==> config.mk <==
export PLATFORM = sky130hd
export DESIGN_NAME = ttx_sequencer
export DESIGN_NICKNAME = d
export VERILOG_FILES = /design/src/rtl/ttx_pkg.sv /design/src/rtl/ttx_hs_edge.sv /design/src/rtl/ttx_line_timer.sv /design/src/rtl/ttx_bit_seq.sv /design/src/rtl/ttx_sequencer.sv
export SDC_FILE = /design/constraint.sdc
export NUM_CORES = 1
export LEC_CHECK = 0
export BUFFER_PORTS_ARGS = -buffer_cell sky130_fd_sc_hd__buf_4
export CAP_MARGIN = 20
export CORE_ASPECT_RATIO = 1.5
export CORE_MARGIN = 1.5
export CORE_UTILIZATION = 45
export CTS_CLUSTER_SIZE = 14
export DETAILED_ROUTE_END_ITERATION = 8
export REMOVE_ABC_BUFFERS = 1
export SYNTH_ARGS = -nofsm -noshare
export SYNTH_HDL_FRONTEND = slang
export SYNTH_SLANG_ARGS = --single-unit
==> constraint.sdc <==
create_clock -name clk -period 4.5 [get_ports clk]
set_input_delay 0.225 -clock clk [delete_from_list [all_inputs] [get_ports clk]]
set_output_delay 0.225 -clock clk [all_outputs]
set_load 0.03 [all_outputs]
==> src/rtl/ttx_pkg.sv <==
`timescale 1ns/1ps
package ttx_pkg;

    typedef enum logic {
        LN_IDLE = 1'b0,
        LN_RUN  = 1'b1
    } line_st_e;

    // Total clocks spanned by nbits payload bits under the short-bit pattern.
    function automatic int bits_to_clks(input int nbits, input int grp,
                                        input int spacing, input int long_clks);
        int total;
        int pos;
        total = 0;
        for (int i = 0; i < nbits; i++) begin
            pos = i % grp;
            if (pos != 0 && (pos % spacing) == 0)
                total += long_clks - 1;
            else
                total += long_clks;
        end
        return total;
    endfunction

endpackage

==> src/rtl/ttx_hs_edge.sv <==
`timescale 1ns/1ps
module ttx_hs_edge #(
    parameter int SYNC_STAGES = 2,
    parameter bit ACTIVE_LOW  = 1'b1
) (
    input  logic clk,
    input  logic rst_n,
    input  logic hsync_in,
    output logic line_start
);
    localparam int SH_W = SYNC_STAGES + 1;

    typedef struct packed {
        logic [SH_W-1:0] sh;
    } hs_state_t;

    hs_state_t st_d, st_q;
    logic      idle_lvl;

    // Normalise polarity so the shift register idles high.
    generate
        if (ACTIVE_LOW) begin : g_low
            assign idle_lvl = hsync_in;
        end else begin : g_high
            assign idle_lvl = ~hsync_in;
        end
    endgenerate

    always_comb begin
        st_d    = st_q;
        st_d.sh = {st_q.sh[SH_W-2:0], idle_lvl};
    end

    always_ff @(posedge clk or negedge rst_n) begin
        if (!rst_n) st_q <= '{sh: '1};
        else        st_q <= st_d;
    end

    assign line_start = st_q.sh[SH_W-1] & ~st_q.sh[SH_W-2];

endmodule

==> src/rtl/ttx_line_timer.sv <==
`timescale 1ns/1ps
module ttx_line_timer
    import ttx_pkg::*;
#(
    parameter int REF_CLKS = 275,
    parameter int PIPE_DLY = 8,
    parameter int OFS_W    = 4,
    parameter int WIN_CLKS = 1402
) (
    input  logic             clk,
    input  logic             rst_n,
    input  logic             line_start,
    input  logic             enable,
    input  logic [OFS_W-1:0] ofs,
    output logic             req,
    output logic             samp_win
);
    localparam int SAMP_START = REF_CLKS - PIPE_DLY;
    localparam int LAST_CLK   = SAMP_START + WIN_CLKS - 1;
    localparam int CNT_W      = $clog2(LAST_CLK + 2);

    typedef struct packed {
        line_st_e          st;
        logic [CNT_W-1:0]  cnt;
        logic [OFS_W-1:0]  ofs;
    } tm_state_t;

    tm_state_t st_d, st_q;
    logic [CNT_W-1:0] req_lo, req_hi;
    logic             running;

    always_comb begin
        st_d = st_q;
        if (!enable) begin
            st_d.st  = LN_IDLE;
            st_d.cnt = '0;
        end else if (line_start) begin
            st_d.st  = LN_RUN;
            st_d.cnt = '0;
            st_d.ofs = ofs;
        end else if (st_q.st == LN_RUN) begin
            if (st_q.cnt == CNT_W'(LAST_CLK)) begin
                st_d.st  = LN_IDLE;
                st_d.cnt = '0;
            end else begin
                st_d.cnt = st_q.cnt + 1'b1;
            end
        end
    end

    always_ff @(posedge clk or negedge rst_n) begin
        if (!rst_n) st_q <= '{st: LN_IDLE, cnt: '0, ofs: '0};
        else        st_q <= st_d;
    end

    assign running  = (st_q.st == LN_RUN);
    assign req_lo   = CNT_W'(SAMP_START) - CNT_W'(st_q.ofs);
    assign req_hi   = req_lo + CNT_W'(WIN_CLKS);
    assign req      = running && (st_q.cnt >= req_lo) && (st_q.cnt < req_hi);
    assign samp_win = running && enable &&
                      (st_q.cnt >= CNT_W'(SAMP_START)) &&
                      (st_q.cnt <= CNT_W'(LAST_CLK));

endmodule

==> src/rtl/ttx_bit_seq.sv <==
`timescale 1ns/1ps
module ttx_bit_seq #(
    parameter int NUM_BITS    = 360,
    parameter int GRP_BITS    = 37,
    parameter int SHORT_EVERY = 9,
    parameter int LONG_CLKS   = 4,
    parameter int IDX_W       = $clog2(NUM_BITS)
) (
    input  logic             clk,
    input  logic             rst_n,
    input  logic             win,
    input  logic             din,
    output logic             vld,
    output logic             val,
    output logic [IDX_W-1:0] idx
);
    localparam int PH_W  = $clog2(LONG_CLKS);
    localparam int SUB_W = $clog2(SHORT_EVERY);
    localparam int GRP_W = $clog2(GRP_BITS);

    typedef struct packed {
        logic [PH_W-1:0]  phase;
        logic [SUB_W-1:0] sub;
        logic [GRP_W-1:0] grp;
        logic [IDX_W-1:0] cur;
        logic             vld;
        logic             val;
        logic [IDX_W-1:0] oidx;
    } bs_state_t;

    bs_state_t st_d, st_q;
    logic            short_bit;
    logic [PH_W-1:0] last_ph;
    logic            bit_end;

    assign short_bit = (st_q.sub == '0) && (st_q.grp != '0);
    assign last_ph   = short_bit ? PH_W'(LONG_CLKS - 2) : PH_W'(LONG_CLKS - 1);
    assign bit_end   = win && (st_q.phase == last_ph) &&
                       (st_q.cur < IDX_W'(NUM_BITS));

    always_comb begin
        st_d     = st_q;
        st_d.vld = 1'b0;
        if (!win) begin
            st_d.phase = '0;
            st_d.sub   = '0;
            st_d.grp   = '0;
            st_d.cur   = '0;
        end else if (bit_end) begin
            st_d.vld   = 1'b1;
            st_d.val   = din;
            st_d.oidx  = st_q.cur;
            st_d.phase = '0;
            st_d.cur   = st_q.cur + 1'b1;
            if (st_q.grp == GRP_W'(GRP_BITS - 1)) begin
                st_d.grp = '0;
                st_d.sub = '0;
            end else begin
                st_d.grp = st_q.grp + 1'b1;
                st_d.sub = (st_q.sub == SUB_W'(SHORT_EVERY - 1)) ? '0 : st_q.sub + 1'b1;
            end
        end else begin
            st_d.phase = st_q.phase + 1'b1;
        end
    end

    always_ff @(posedge clk or negedge rst_n) begin
        if (!rst_n) st_q <= '0;
        else        st_q <= st_d;
    end

    assign vld = st_q.vld;
    assign val = st_q.val;
    assign idx = st_q.oidx;

endmodule

==> src/rtl/ttx_sequencer.sv <==
`timescale 1ns/1ps
module ttx_sequencer #(
    parameter int REF_CLKS    = 275,
    parameter int PIPE_DLY    = 8,
    parameter int OFS_W       = 4,
    parameter int NUM_BITS    = 360,
    parameter int GRP_BITS    = 37,
    parameter int SHORT_EVERY = 9,
    parameter int LONG_CLKS   = 4,
    parameter int SYNC_STAGES = 2,
    parameter int IDX_W       = $clog2(NUM_BITS)
) (
    input  logic             clk,
    input  logic             rst_n,
    input  logic             hsync_n,
    input  logic             txt_en,
    input  logic [OFS_W-1:0] req_ofs,
    input  logic             txt_data,
    output logic             txt_req,
    output logic             bit_vld,
    output logic             bit_val,
    output logic [IDX_W-1:0] bit_idx
);
    localparam int WIN_CLKS =
        ttx_pkg::bits_to_clks(NUM_BITS, GRP_BITS, SHORT_EVERY, LONG_CLKS);

    logic line_start;
    logic samp_win;

    ttx_hs_edge #(
        .SYNC_STAGES (SYNC_STAGES),
        .ACTIVE_LOW  (1'b1)
    ) i_edge (
        .clk        (clk),
        .rst_n      (rst_n),
        .hsync_in   (hsync_n),
        .line_start (line_start)
    );

    ttx_line_timer #(
        .REF_CLKS (REF_CLKS),
        .PIPE_DLY (PIPE_DLY),
        .OFS_W    (OFS_W),
        .WIN_CLKS (WIN_CLKS)
    ) i_timer (
        .clk        (clk),
        .rst_n      (rst_n),
        .line_start (line_start),
        .enable     (txt_en),
        .ofs        (req_ofs),
        .req        (txt_req),
        .samp_win   (samp_win)
    );

    ttx_bit_seq #(
        .NUM_BITS    (NUM_BITS),
        .GRP_BITS    (GRP_BITS),
        .SHORT_EVERY (SHORT_EVERY),
        .LONG_CLKS   (LONG_CLKS),
        .IDX_W       (IDX_W)
    ) i_bits (
        .clk   (clk),
        .rst_n (rst_n),
        .win   (samp_win),
        .din   (txt_data),
        .vld   (bit_vld),
        .val   (bit_val),
        .idx   (bit_idx)
    );

endmodule

==> flow_summary.yaml <==
cells_and_area:
  final_cells: 396
  drive_above_1_share_pct: 15.63
  nets: 354
  syn2layout_area_growth_pct: 8.248
  final_common_cell: "dfrtp_1"
  fin_util_pct: 50.79
  diodes: 0
  final_cell_mix: "48 x dfrtp_1, 25 x ha_1, 24 x nand2_1, 23 x o21ai_0, 21 x buf_4"
cts:
  post_cts_buffers: 0
  cts-root-buf: "clkbuf_8"
  cts_buffers: 5
  cts_buffer_depth: 2
  numClockSinks: 51
  clk_pin_slew_worst_paths_ps: 90
  clk_latency_ps: 310
  tritoncts: "built"
  htreeDepth: 2
placement:
  io_buffer_count: 20
  dp_cells: 387
  dp_hpwl_um: 4471
  gp_congestion: 0.8285
sta:
  relSlewSlack_pct: 36.11
  slew_violations: 0
  max_freq_ghz: 0.3524
  hold_viol: 0
  period_minus_slack_ps: 2838
  rsz0062_at_grt: "no"
  finalCritPeriodShare_pct: 63.06
  tightestPinTransition_ps: 958.3
  finalSetupViolCount: 0
  skew_ps: 15.40
  setup_tns_ps: 0
setup_path:
  end_kind: "flip-flop"
  path_class: "reg2reg"
  max_stage_delay_ps: 500
  crit_path_cell_trace: "inv_1 -> ha_1 -> or3b_1 -> a22oi_1 -> a21o_1 -> or2_4 -> mux2_2"
  slowest_stage: "a22oi_1"
  worstPathArrival_ps: 3040
  worstPathRequired_ps: 4700
  critPathMaxFanout: 15
  start_kind: "flip-flop"
floorplan:
  die_x_um: 70.38
  placementRows: 36
  initial_core_util_pct: 46.92
  core_area_sq_um: 6531
  ios: 21
  dieArea_sq_um: 7324
  die_h_um: 104.1
global_routing:
  grt.overflow.total: 0
  grt_pass1_vias: 2277
  grt_max_degree: 52
  grt_pass1_wl_um: 10870
  antenna_found_initial: 0
  grt_usage_pct: 18.38
job:
  max_cap_viol_count: 0
yosys:
  netlist_area_sq_um: 3064
  synth_edf_count: 0
  avgSynthCellArea_sq_um: 9.853
  ys_ff_latch: 51
  synth_seq_area_share_pct: 41.77
  async_flop_share_pct: 100.0
  netlist_instances: 311
  ys_warn_count: 0
  ys.flop_type: "dfrtp_1"
  synthDistinctLibCells: 50
route:
  drtPass1Iterations: 4
  wirelength_um: 6279
  via_per_inst: 5.672
  wire_per_inst_um: 15.86
  vias: 2246
  drc: 0
  drt_iter0_markers: 150
  ant_nets: 0
pwr:
  ir_worst_vdd_mv: 0.1708
  leakage_nw: 1.468
  p_per_area_nw_per_um2: 277.7
min_path:
  hold_path_class: "in2reg"
status:
  status: "finished, final reports clean"
## cell families (layout without fill, tap and decap cells)
group	Yosys count	count (layout)	synth area share (%)
buffers and inverters	40	49	6.411
multiplexers	13	13	5.757
AND/OR/NAND/NOR	98	98	17.44
flip-flops	51	51	41.77
adder cells (fa/ha/maj)	26	26	10.86
XOR/XNOR	9	9	2.573
AO/OA/AOI/OAI	74	74	15.19
## registers in the layout (all words and copies together) (netlist names)
name             flops
i_bits.st_q         21
i_timer.st_q        15
i_bits.idx           9
i_edge.st_q          3
i_bits.val           1
i_bits.vld           1
i_timer.running      1
## through the flow
step	total power, mW	worst slack, ps	instance area [sq um]	hold slack (ps)
after floorplan	0.5639	1837	2939	-70.59
after global placement	0.5982	1749	3184	297.2
after detailed placement	0.6058	1692	3192	299.1
after CTS	0.9366	1669	3317	16.56
after global routing	0.9760	1464	3317	9.349
final	0.9212	1662	3317	26.66
## area by class of cell
type                       count  area, sq um
multi-input combinational    220         1588
inverter                      19        71.32
timing repair buffer          22        167.7
tap                           76        95.09
clock buffer                   5        68.82
clock inverter                 3        46.29
sequential                    51         1280
fill                         611         3214
## where the power goes
group	switching [mW]	internal, mW
Clock	0.160	0.168
Sequential	0.0103	0.469
Combinational	0.0640	0.0509
Total	0.234	0.687
## cell usage after synthesis, types with 2 or more instances
cell type	number	area [sq um]
and4_1	4	35.03
nor3_1	6	30.03
a2111oi_0	3	26.28
buf_4	9	67.56
nand4_1	2	12.51
nand2_1	24	90.09
dfstp_2	3	78.83
nor4_1	5	31.28
nand3_1	11	55.05
a211oi_1	7	52.55
nor2_1	12	45.04
nor2b_1	4	25.02
a21o_1	2	15.01
o22a_1	2	17.52
xnor2_1	9	78.83
a31oi_1	4	25.02
and2_1	2	12.51
a21oi_1	18	90.09
inv_1	19	71.32
mux2_4	8	120.1
dfrtp_1	48	1201
a211o_1	2	17.52
or4_1	4	30.03
o21ai_0	23	115.1
nand2b_1	3	18.77
or2_2	2	12.51
o2111ai_1	2	17.52
nor3b_1	4	30.03
o21a_1	3	22.52
ha_1	25	312.8
clkbuf_1	7	26.28
mux2_2	5	56.30
buf_2	4	20.02
and3_1	8	50.05
or3_1	2	12.51
## per-layer routing
layer | global-route usage [%] | routed length, um | vias to the layer above
li1 | - | - | 1124
met1 | 22.68 | 2792 | 1078
met2 | 31.40 | 3226 | 34
met3 | 2.907 | 125 | 10
met4 | 7.692 | 135 | 0
met5 | 0 | 0 | -
## path summary, 6_finish.rpt
kind | endpoint | depth (start not counted) | startpoint | slack, ps
max in group asynchronous | i_bits.st_q[22]$_DFFE_PN0P_ | 2 | rst_n | 3570
setup / recovery | i_bits.idx[0]$_DFFE_PN0P_ | 7 | i_bits.st_q[26]$_DFFE_PN0P_ | 1660
hold / removal | i_edge.st_q[0]$_DFF_PN1_ | 1 | hsync_n | 30
hold reg to reg | i_edge.st_q[1]$_DFF_PN1_ | 0 | i_edge.st_q[0]$_DFF_PN1_ | 360
setup reg to reg | i_bits.idx[0]$_DFFE_PN0P_ | 7 | i_bits.st_q[26]$_DFFE_PN0P_ | 1660
min in group asynchronous | i_timer.st_q[11]$_DFFE_PN0P_ | 2 | rst_n | 470
## timing repair
item / 4_1_cts / 5_1_grt
hold buffers: 1 / 0
endpoints found under the hold margin: 48 / 0
gates resized for setup: 0 / 0
## worst max-delay path, delay by kind of cell, from the launching register on
family                   cells  cell delay [ps]
AND/OR/NAND/NOR              2              720
flip-flops                   1              420
AO/OA/AOI/OAI                2              970
multiplexers                 1              360
adder cells (fa/ha/maj)      1              190
buffers and inverters        1               90
Power figures use the tool's default switching activity.
